===== src/rtl/hdlc_tx_pkg.sv =====
// Shared types and helpers for the HDLC transmit engine.
// Assumes byte-wide payload units and the reflected CRC-16 form.
package hdlc_tx_pkg;

    localparam int BYTE_W = 8;
    localparam logic [BYTE_W-1:0] FLAG_BYTE = 8'h7E;
    localparam logic [15:0] CRC_PRESET = 16'hFFFF;
    localparam logic [15:0] CRC_POLY_R = 16'h8408;   // x^16+x^12+x^5+1, reflected
    localparam logic [2:0]  STUFF_RUN  = 3'd5;

    // What the serializer shift register currently holds
    typedef enum logic [1:0] {
        U_FLAG   = 2'd0,
        U_DATA   = 2'd1,
        U_FCS_LO = 2'd2,
        U_FCS_HI = 2'd3
    } unit_e;

    // One LSB-first CRC step for a single line bit
    function automatic logic [15:0] crc_step(input logic [15:0] c, input logic b);
        logic fb;
        fb = c[0] ^ b;
        crc_step = (c >> 1) ^ (fb ? CRC_POLY_R : 16'h0000);
    endfunction

endpackage


===== src/rtl/hdlc_tx_host_if.sv =====
// Two-step host write port. A payload write loads a holding register.
// A control write commits the held byte and control bit 0 in the same cycle.
// Assumes the host writes payload before control for every byte.
module hdlc_tx_host_if
    import hdlc_tx_pkg::*;
(
    input  logic              clk,
    input  logic              rst_n,
    input  logic              wr_en,
    input  logic              wr_sel,
    input  logic [BYTE_W-1:0] wr_data,
    output logic              push,
    output logic [BYTE_W:0]   push_entry
);
    logic [BYTE_W-1:0] held_q;

    // Capture the payload byte on a payload write
    always_ff @(posedge clk) begin
        if (!rst_n)                held_q <= '0;
        else if (wr_en && !wr_sel) held_q <= wr_data;
    end

    // Commit on the control write: {eom tag, held byte}
    always_comb begin
        push       = wr_en && wr_sel;
        push_entry = {wr_data[0], held_q};
    end
endmodule


===== src/rtl/hdlc_tx_fifo.sv =====
// Synchronous FIFO of {eom, byte} entries with level reporting.
// A push while full is dropped. A pop while empty is ignored.
// Assumes DEPTH is a power of two so the pointers wrap naturally.
module hdlc_tx_fifo #(
    parameter  int DEPTH = 256,
    parameter  int EW    = 9,
    localparam int AW    = $clog2(DEPTH),
    localparam int LW    = $clog2(DEPTH + 1)
) (
    input  logic          clk,
    input  logic          rst_n,
    input  logic          push,
    input  logic [EW-1:0] push_entry,
    input  logic          pop,
    output logic [EW-1:0] head,
    output logic          full,
    output logic          empty,
    output logic [LW-1:0] level
);
    logic [EW-1:0] mem [DEPTH];
    logic [AW-1:0] wr_ptr, rd_ptr;
    logic [LW-1:0] count;
    logic          do_wr, do_rd;

    // Qualify requests against the current occupancy
    always_comb begin
        do_wr = push && (count != LW'(DEPTH));
        do_rd = pop && (count != '0);
    end

    // Storage write
    always_ff @(posedge clk) begin
        if (do_wr) mem[wr_ptr] <= push_entry;
    end

    // Pointer and occupancy bookkeeping
    always_ff @(posedge clk) begin
        if (!rst_n) begin
            wr_ptr <= '0;
            rd_ptr <= '0;
            count  <= '0;
        end else begin
            if (do_wr) wr_ptr <= wr_ptr + 1'b1;
            if (do_rd) rd_ptr <= rd_ptr + 1'b1;
            case ({do_wr, do_rd})
                2'b10:   count <= count + 1'b1;
                2'b01:   count <= count - 1'b1;
                default: count <= count;
            endcase
        end
    end

    // Head entry and status outputs
    always_comb begin
        head  = mem[rd_ptr];
        full  = (count == LW'(DEPTH));
        empty = (count == '0);
        level = count;
    end
endmodule


===== src/rtl/hdlc_tx_serializer.sv =====
// Bit serializer: idle flags, payload with zero insertion, FCS and closing flags.
// Advances one line bit per cycle with bit_en high. A stuffed 0 takes one
// slot and does not advance the shift register.
// Assumes messages of two or more bytes. If the FIFO runs dry mid-frame,
// the frame is closed with its FCS.
module hdlc_tx_serializer
    import hdlc_tx_pkg::*;
#(
    parameter  int CLOSE_FLAGS = 2,
    localparam int FLW         = $clog2(CLOSE_FLAGS + 1),
    localparam int CW          = $clog2(BYTE_W)
) (
    input  logic            clk,
    input  logic            rst_n,
    input  logic            bit_en,
    input  logic            fifo_empty,
    input  logic [BYTE_W:0] head,
    output logic            pop,
    output logic            tx_bit
);
    unit_e             kind_q, kind_nx;
    logic [BYTE_W-1:0] sh_q, sh_nx, fcs_hi_q;
    logic [CW-1:0]     cnt_q;
    logic [2:0]        ones_q;
    logic [15:0]       crc_q, crc_nx, fcs_nx;
    logic [FLW-1:0]    flags_left_q;
    logic              eom_q, take, step, byte_end, stuffable;

    // Per-bit decode: stuff slot, byte boundary, CRC after this bit
    always_comb begin
        stuffable = (kind_q != U_FLAG);
        step      = bit_en && (ones_q != STUFF_RUN);
        byte_end  = step && (cnt_q == CW'(BYTE_W - 1));
        crc_nx    = crc_step(crc_q, sh_q[0]);
        fcs_nx    = ~crc_nx;
    end

    // Choose the unit that follows the current one
    always_comb begin
        kind_nx = U_FLAG;
        sh_nx   = FLAG_BYTE;
        take    = 1'b0;
        case (kind_q)
            U_DATA: begin
                if (!eom_q && !fifo_empty) begin
                    kind_nx = U_DATA;
                    sh_nx   = head[BYTE_W-1:0];
                    take    = 1'b1;
                end else begin
                    kind_nx = U_FCS_LO;
                    sh_nx   = fcs_nx[7:0];
                end
            end
            U_FCS_LO: begin
                kind_nx = U_FCS_HI;
                sh_nx   = fcs_hi_q;
            end
            U_FCS_HI: begin
                kind_nx = U_FLAG;
                sh_nx   = FLAG_BYTE;
            end
            default: begin
                if (flags_left_q == '0 && !fifo_empty) begin
                    kind_nx = U_DATA;
                    sh_nx   = head[BYTE_W-1:0];
                    take    = 1'b1;
                end
            end
        endcase
        pop = byte_end && take;
    end

    // Line bit, stuffing run, shift register and frame state
    always_ff @(posedge clk) begin
        if (!rst_n) begin
            kind_q       <= U_FLAG;
            sh_q         <= FLAG_BYTE;
            cnt_q        <= '0;
            ones_q       <= '0;
            crc_q        <= CRC_PRESET;
            fcs_hi_q     <= '0;
            eom_q        <= 1'b0;
            flags_left_q <= '0;
            tx_bit       <= 1'b1;
        end else if (bit_en) begin
            if (!step) begin
                tx_bit <= 1'b0;
                ones_q <= '0;
            end else begin
                tx_bit <= sh_q[0];
                ones_q <= (stuffable && sh_q[0]) ? ones_q + 3'd1 : 3'd0;
                if (kind_q == U_DATA) crc_q <= crc_nx;
                if (!byte_end) begin
                    cnt_q <= cnt_q + 1'b1;
                    sh_q  <= sh_q >> 1;
                end else begin
                    cnt_q  <= '0;
                    kind_q <= kind_nx;
                    sh_q   <= sh_nx;
                    if (kind_q == U_DATA) fcs_hi_q <= fcs_nx[15:8];
                    if (take) eom_q <= head[BYTE_W];
                    if (take && kind_q == U_FLAG) crc_q <= CRC_PRESET;
                    if (kind_q == U_FCS_HI)
                        flags_left_q <= FLW'(CLOSE_FLAGS - 1);
                    else if (kind_q == U_FLAG && flags_left_q != '0)
                        flags_left_q <= flags_left_q - 1'b1;
                end
            end
        end
    end
endmodule


===== src/rtl/hdlc_tx_engine.sv =====
// Top: host write port, entry FIFO and HDLC serializer.
// Assumes bit_en paces the line and the host keeps messages >= 2 bytes.
module hdlc_tx_engine
    import hdlc_tx_pkg::*;
#(
    parameter  int DEPTH       = 256,
    parameter  int CLOSE_FLAGS = 2,
    localparam int LW          = $clog2(DEPTH + 1)
) (
    input  logic              clk,
    input  logic              rst_n,
    input  logic              wr_en,
    input  logic              wr_sel,
    input  logic [BYTE_W-1:0] wr_data,
    input  logic              bit_en,
    output logic              fifo_full,
    output logic              fifo_empty,
    output logic [LW-1:0]     fifo_level,
    output logic              tx_bit
);
    logic            push, pop;
    logic [BYTE_W:0] push_entry, head;

    hdlc_tx_host_if u_host (
        .clk(clk), .rst_n(rst_n), .wr_en(wr_en), .wr_sel(wr_sel),
        .wr_data(wr_data), .push(push), .push_entry(push_entry)
    );

    hdlc_tx_fifo #(.DEPTH(DEPTH), .EW(BYTE_W + 1)) u_fifo (
        .clk(clk), .rst_n(rst_n), .push(push), .push_entry(push_entry),
        .pop(pop), .head(head), .full(fifo_full), .empty(fifo_empty),
        .level(fifo_level)
    );

    hdlc_tx_serializer #(.CLOSE_FLAGS(CLOSE_FLAGS)) u_ser (
        .clk(clk), .rst_n(rst_n), .bit_en(bit_en), .fifo_empty(fifo_empty),
        .head(head), .pop(pop), .tx_bit(tx_bit)
    );
endmodule


===== config.mk =====
export PLATFORM = sky130hd
export DESIGN_NAME = hdlc_tx_engine
export DESIGN_NICKNAME = d
export VERILOG_FILES = /design/src/rtl/hdlc_tx_pkg.sv /design/src/rtl/hdlc_tx_host_if.sv /design/src/rtl/hdlc_tx_fifo.sv /design/src/rtl/hdlc_tx_serializer.sv /design/src/rtl/hdlc_tx_engine.sv
export SDC_FILE = /design/constraint.sdc
export NUM_CORES = 2
export LEC_CHECK = 0
export ABC_AREA = 1
export BUFFER_PORTS_ARGS = -buffer_cell sky130_fd_sc_hd__buf_4
export CORE_MARGIN = 2
export CORE_UTILIZATION = 40
export DETAILED_ROUTE_END_ITERATION = 10
export PLACE_DENSITY = 0.6
export SLEW_MARGIN = 10
export SYNTH_ARGS = -nofsm -noshare
export SYNTH_HDL_FRONTEND = slang
export SYNTH_SLANG_ARGS = --single-unit

===== constraint.sdc =====
create_clock -name clk -period 4.1 [get_ports clk]
set_input_delay 0.205 -clock clk [delete_from_list [all_inputs] [get_ports clk]]
set_output_delay 0.205 -clock clk [all_outputs]
set_load 0.005 [all_outputs]

; Word level (Yosys, flattened, before mapping)
; Memory sizes are Yosys's and may differ from the RTL's. A register that Yosys moved wholly into a read port is not among the register bits.
; Cells that the tools add are included.
[classes]
addsub = 7
n_eq_ne = 9
mux = 25
bitwise = 3
reduce_logical = 29
[op_table]
columns = cell, count
row1 = 16-bit 2-to-1 mux, 4
row2 = 8-bit 2-to-1 mux, 5
row3 = 8-bit case mux with 3 select lines, 1
row4 = 9-bit case mux with 2 select lines, 1
row5 = "8-bit by 1-bit adder with 8-bit output, second input constant", 2
row6 = 16-bit inverter, 1
row7 = 15-bit by 16-bit XOR with 16-bit output, 1
row8 = 1-bit logical AND, 12
row9 = 4-bit AND reduction, 3
row10 = "9-bit by 1-bit adder with 9-bit output, second input constant", 1
row11 = "9-bit equality test, second input constant", 1
row12 = 9-bit logical NOT, 1
row13 = 3-bit 2-to-1 mux, 3
row14 = "9-bit inequality test, second input constant", 1
row15 = 9-bit nonzero test, 1
row16 = "9-bit by 1-bit subtractor with 9-bit output, second input constant", 1
row17 = 2-bit nonzero test, 4
row18 = "3-bit by 1-bit adder with 3-bit output, second input constant", 2
row19 = "2-bit equality test, second input constant", 3
row20 = 1-bit 2-to-1 mux, 6
row21 = 2-bit 2-to-1 mux, 3
row22 = 2-bit case mux with 3 select lines, 1
row23 = "2-bit by 1-bit equality test with 1-bit output, second input constant", 2
row24 = 2-bit logical NOT, 2
row25 = 9 further kinds, 11
[totals]
register_bits = 77
ramBits = 2304
output_inout_bits = 12
memories = 1
[mem_list]
columns = name, depth, width, rd, rd_ports_with_merged_regs, wr, line_no
row1 = u_fifo.mem, 256, 9, 1, 1, 1, hdlc_tx_fifo.sv:20  ; logic [EW-1:0] mem [DEPTH];

; Logic depth before layout (Yosys ltp)
[logic_depth]
ltp_word = 9
ltp_mapped = 22

; Modules after synthesis
; Synthesis repeated with hierarchy kept, for this count alone.
[hier_totals]
cells_unflattened = 8334
area_unflattened_um2 = 97357.1
[modules_own_cells]
columns = module, n_inst, cells_each, area_per_inst_um2, seq_area_each_um2
row1 = hdlc_tx_fifo, 1, 7984, 94843.5, 69847.0
row2 = hdlc_tx_serializer, 1, 294, 2143.3, 880.8
row3 = hdlc_tx_host_if, 1, 56, 370.4, 160.2

; Worst setup path after synthesis
; OpenSTA, ideal clock, no wires.
[synth_path]
path_type = reg2reg
start = register u_host.held_q[0]
end = memory u_fifo.mem[0][0], data pin
setup_time_ps = 855
arrival_ps = 3393
setup_slack_ps = -148
path_stages_with_launch = 1
n_path_buf = 0
synth_period_minus_slack_ps = 4248
path_cell_list = dfxtp_1
[synth_lines]
columns = element, line_no
row1 = "start, declared", hdlc_tx_host_if.sv:15  ; logic [BYTE_W-1:0] held_q;
row2 = "start signal, assigned", hdlc_tx_host_if.sv:20  ; else if (wr_en && !wr_sel) held_q <= wr_data;
row3 = "end, declared", hdlc_tx_fifo.sv:20
; Straight into the memory's write port.

; Worst setup path in the final report
[layout_path]
start = register u_fifo.count[2] (netlist: u_fifo.level[2])
end = memory u_fifo.mem[235][4] (enable)
[layout_via]
elab_chain_cells = 4
[layout_lines]
columns = element, line_no
row1 = "start, declared", hdlc_tx_fifo.sv:22  ; logic [LW-1:0] count;
row2 = "start signal, assigned", hdlc_tx_fifo.sv:46  ; 2'b10: count <= count + 1'b1;
row3 = "start signal, assigned", hdlc_tx_fifo.sv:47  ; 2'b01: count <= count - 1'b1;
row4 = "start signal, assigned", hdlc_tx_fifo.sv:48  ; default: count <= count;
row5 = 9-bit inequality test, hdlc_tx_fifo.sv:27  ; do_wr = push && (count != LW'(DEPTH));
row6 = 1-bit logical AND, hdlc_tx_fifo.sv:27
row7 = 1-bit 2-to-1 mux, hdlc_tx_fifo.sv:33  ; if (do_wr) mem[wr_ptr] <= push_entry;
row8 = 1-bit 2-to-1 mux (implied by the code), hdlc_tx_fifo.sv:33
; Every way passes these cells.

==> summary.md <==
| Metric | Value |
|---|---|
| Drt first-iter violations | 7732 |
| Pwr Density | 456 nW/um2 |
| Longest Clk Path Bufs | 3 |
| Post-synthesis mux area share | 0% |
| Power Total | 0.0492 W |
| Area growth syn-to-layout | 12.8% |
| NetSw | ~0.0099 W |
| Fmax | 256 MHz |
| Dpl ws | 0.270 ns |
| CP max FO | 13 |
| Worst VDD drop | 0.456 mV |
| Mapped Cells | 7747 |
| Worst min path class | primary input to register |
| Sequential share of the synthesized area | 74.2% |
| GRT overflow | 0 |
| Final nets | 7762 |
| I/O pin count | 25 |
| P_int | 0.0393 W |
| Post-DR vias/cell | around 5.7 |
| Core area | approximately 240000 um2 |
| Routability Congestion | 0.858 |
| Switching Fraction | 20.1% |
| Distinct cells, synth | 46 |
| Main combinational cell family by area after synthesis | simple AND/OR/NAND/NOR gates |
| Worst Tran Pin Value | 1.19 ns |
| Final Skew | 0.0338 ns |
| Footprint of the multi-input gates | 21800 um2 |
| Async set-reset flop share out of synthesis | 0% |
| Synth Area in XOR/XNOR | less than 1% |
| EDFF count, synth | 2304 |
| Vias in the first global route | 60574 |
| Top FF cell, synth | edfxtp_1 |
| Max-cap violations | 0 |
| Req. time, crit path | 4.61 ns |
| CTS buffer count | 234 |
| First-pass GRT wire length | just under 400000 um |
| Synthesized cell area | 95600 um2 |
| Via count | ~63000 |
| CP Capture Type | register |
| Clock power frac | about 44% |
| Number of H-tree levels | 4 |
| WL final | 270000 um |
| Die X | about 490 um |
| Setup TNS | 0 ns |
| Mean Syn Cell Area | 12.3 um2 |
| Relative slew slack | slightly above 20% |
| Post-Synth Simple-Gate Area | 13.1% |
| Final period util | 95.3% |
| Clk Latency, worst-skew pair | 0.88 ns |
| Yosys warnings | 0 |
| Root Buffer | clkbuf_16 |
| DP Area | 99900 um2 |
| Die height | 493 um |
| Remaining antenna violation count | 0 |
| Comb pwr share | roughly 1.5% |
| Reg area | 70900 um2 |
| All-Layer GR Usage | around 22% |
| Seq cells post-synth | approximately 2400 |
| Routed len/inst | 24.3 um |
| Clock-pin slew on the worst setup and hold paths | roughly 0.060 ns |
| Initial antenna violation count | 7 |
| Sequential power share | 54.8% |
| Die ar. | 243000 um2 |
| Starting density of the core | roughly two fifths |
| CTS tree | built |
| Syn Nets | slightly below 8000 |
| Crit path arrival time | 4.41 ns |
| Status | completed |
| WS Path Type | register to register |
| Pleak | 36.2 nW |
| Compound-Gate Fraction of Synth Area | 9.44% |
| Final-layout fill cell count | approximately 21000 |
| Sink Count | 2389 |
| Std cell rows | 179 |
| Startpoint types | register |
| Adder-Cell Fraction of Synth Area | 0.183% |
| Layout cells sized above 1 | 8.05% |
| Port buffer count | 24 |
| Pin count of the biggest net entering global routing | roughly 170 |
| Worst Slack Setup Final | 0.195 ns |
| RSZ-0062 raised after global routing | false |
| Hold Vio Cnt, Final | 0 |
| DRC | 0 |
| Slew Viols, Final | 0 |
| DR pass1 iterations | 7 |
| Most frequent cells in the layout | edfxtp_1, nor2_1, o21ai_0 |
| CTS resizes | 0 |
| HPWL after detailed placement | 147000 um |
| Fin crit period | between 3 and 4 ns |
| Final instance area | between 100000 and 150000 um2 |
| Final setup viols | 0 |
| Most common cell after layout, fill and taps aside | edfxtp_1 |
## power groups by stage
| stage | Combinational [W] | Sequential [W] | Clock (W) |
|---|---|---|---|
| 6_report | 0.000744 | 0.0269 | 0.0215 |
| 5_1_grt | 0.000793 | 0.0269 | 0.0227 |
| 4_1_cts | 0.000740 | 0.0269 | 0.0217 |
| 3_5_place_dp | 0.000719 | 0.0275 | 0 |
| 3_3_place_gp | 0.000704 | 0.0274 | 0 |
| 2_1_floorplan | 0.000119 | 0.0276 | 0 |
## metal layers
layer,wire length [um],vias to the layer above,global-route usage [%]
met2,126000,2843,34.0
met4,9010,2,7.70
met5,12,-,0
met3,22300,434,3.49
met1,113000,31781,30.4
li1,-,28321,-
## final timing paths
| check | start | end | slack [ns] | depth (start not counted) |
|---|---|---|---|---|
| hold reg to reg | u_ser.crc_q[15] | u_ser.fcs_hi_q[6] | 0.46 | 1 |
| hold / removal | bit_en | u_ser.ones_q[0] | 0.25 | 3 |
| setup / recovery | u_fifo.level[2] | u_fifo.mem[235][4] | 0.19 | 9 |
| setup reg to reg | u_fifo.level[2] | u_fifo.mem[235][4] | 0.19 | 9 |
## per-stage QoR
stage	cells	util (%)	hold slack [ns]
3_5_place_dp	10639	42.0	0.436
5_1_grt	11104	45.4	0.216
4_1_cts	11102	45.4	0.198
3_3_place_gp	10639	42.0	0.429
2_1_floorplan	7747	-	0.304
6_report	11107	45.4	0.252
## worst max-delay path, cell delays in order (launching register included)
cell and delay, ns:
dfxtp_1 0.42, inv_1 0.09, nand3_1 0.13, nor2_1 0.07, nand2_1 0.09, nand3_2 0.17
nor2_1 0.39, nand3_2 0.99, buf_4 0.54, nor2_1 0.63
## flip-flops by register name, indices dropped and copies added (netlist names), named ones only
name and count:
u_ser.fcs_hi_q 8, u_ser.crc_q 16, u_fifo.level 9, u_fifo.wr_ptr 8, u_ser.cnt_q 3, u_ser.kind_q 1, u_fifo.mem 2304, u_ser.eom_q 1
u_ser.ones_q 3, u_host.held_q 8, u_ser.tx_bit 1, u_fifo.rd_ptr 8, u_ser.flags_left_q 2, u_ser.sh_q 8
## cell families (layout without fill, tap and decap cells)
kind of cell    after synthesis  count (layout)
compound gates             1661            1661
xor+xnor                     15              15
flops                      2389            2389
simple gates               3038            3038
other cells                   0               5
buf+inv                     630             818
fa+ha+maj                    14              14
## cells in the mapped netlist (3+ instances only)
master | n | area (um2)
a21oi_1 | 44 | 220
a221oi_1 | 6 | 52.6
a31oi_1 | 3 | 18.8
buf_1 | 49 | 184
buf_2 | 131 | 656
buf_4 | 65 | 488
buf_6 | 11 | 124
clkbuf_1 | 290 | 1090
clkbuf_2 | 5 | 25.0
clkinv_1 | 6 | 22.5
dfxtp_1 | 85 | 1700
edfxtp_1 | 2304 | 69200
ha_1 | 14 | 175
inv_1 | 65 | 244
inv_2 | 5 | 18.8
nand2_1 | 894 | 3360
nand3_1 | 781 | 3910
nand4_1 | 16 | 100
nor2_1 | 1328 | 4980
nor2_2 | 3 | 18.8
nor3_1 | 6 | 30.0
o21ai_0 | 987 | 4940
o21ai_1 | 98 | 490
o22ai_1 | 511 | 3200
or2_2 | 3 | 18.8
xnor2_1 | 4 | 35.0
xor2_1 | 11 | 96.3
## final cells by class
type,instances,area share (%)
Antenna cell,5,0.0116
Clock buffer,288,5.74
Clock inverter,148,1.34
Inverter,77,0.302
Multi-Input combinational cell,4728,20.2
Sequential cell,2389,65.8
Tap cell,3167,3.68
Timing Repair Buffer,305,2.89
## what timing repair did
item	CTS	global route
buffers inserted	0	0
hold buffers	27	0
hold endpoints to repair	162	0
Note: power is estimated with default switching activity, not from simulation.
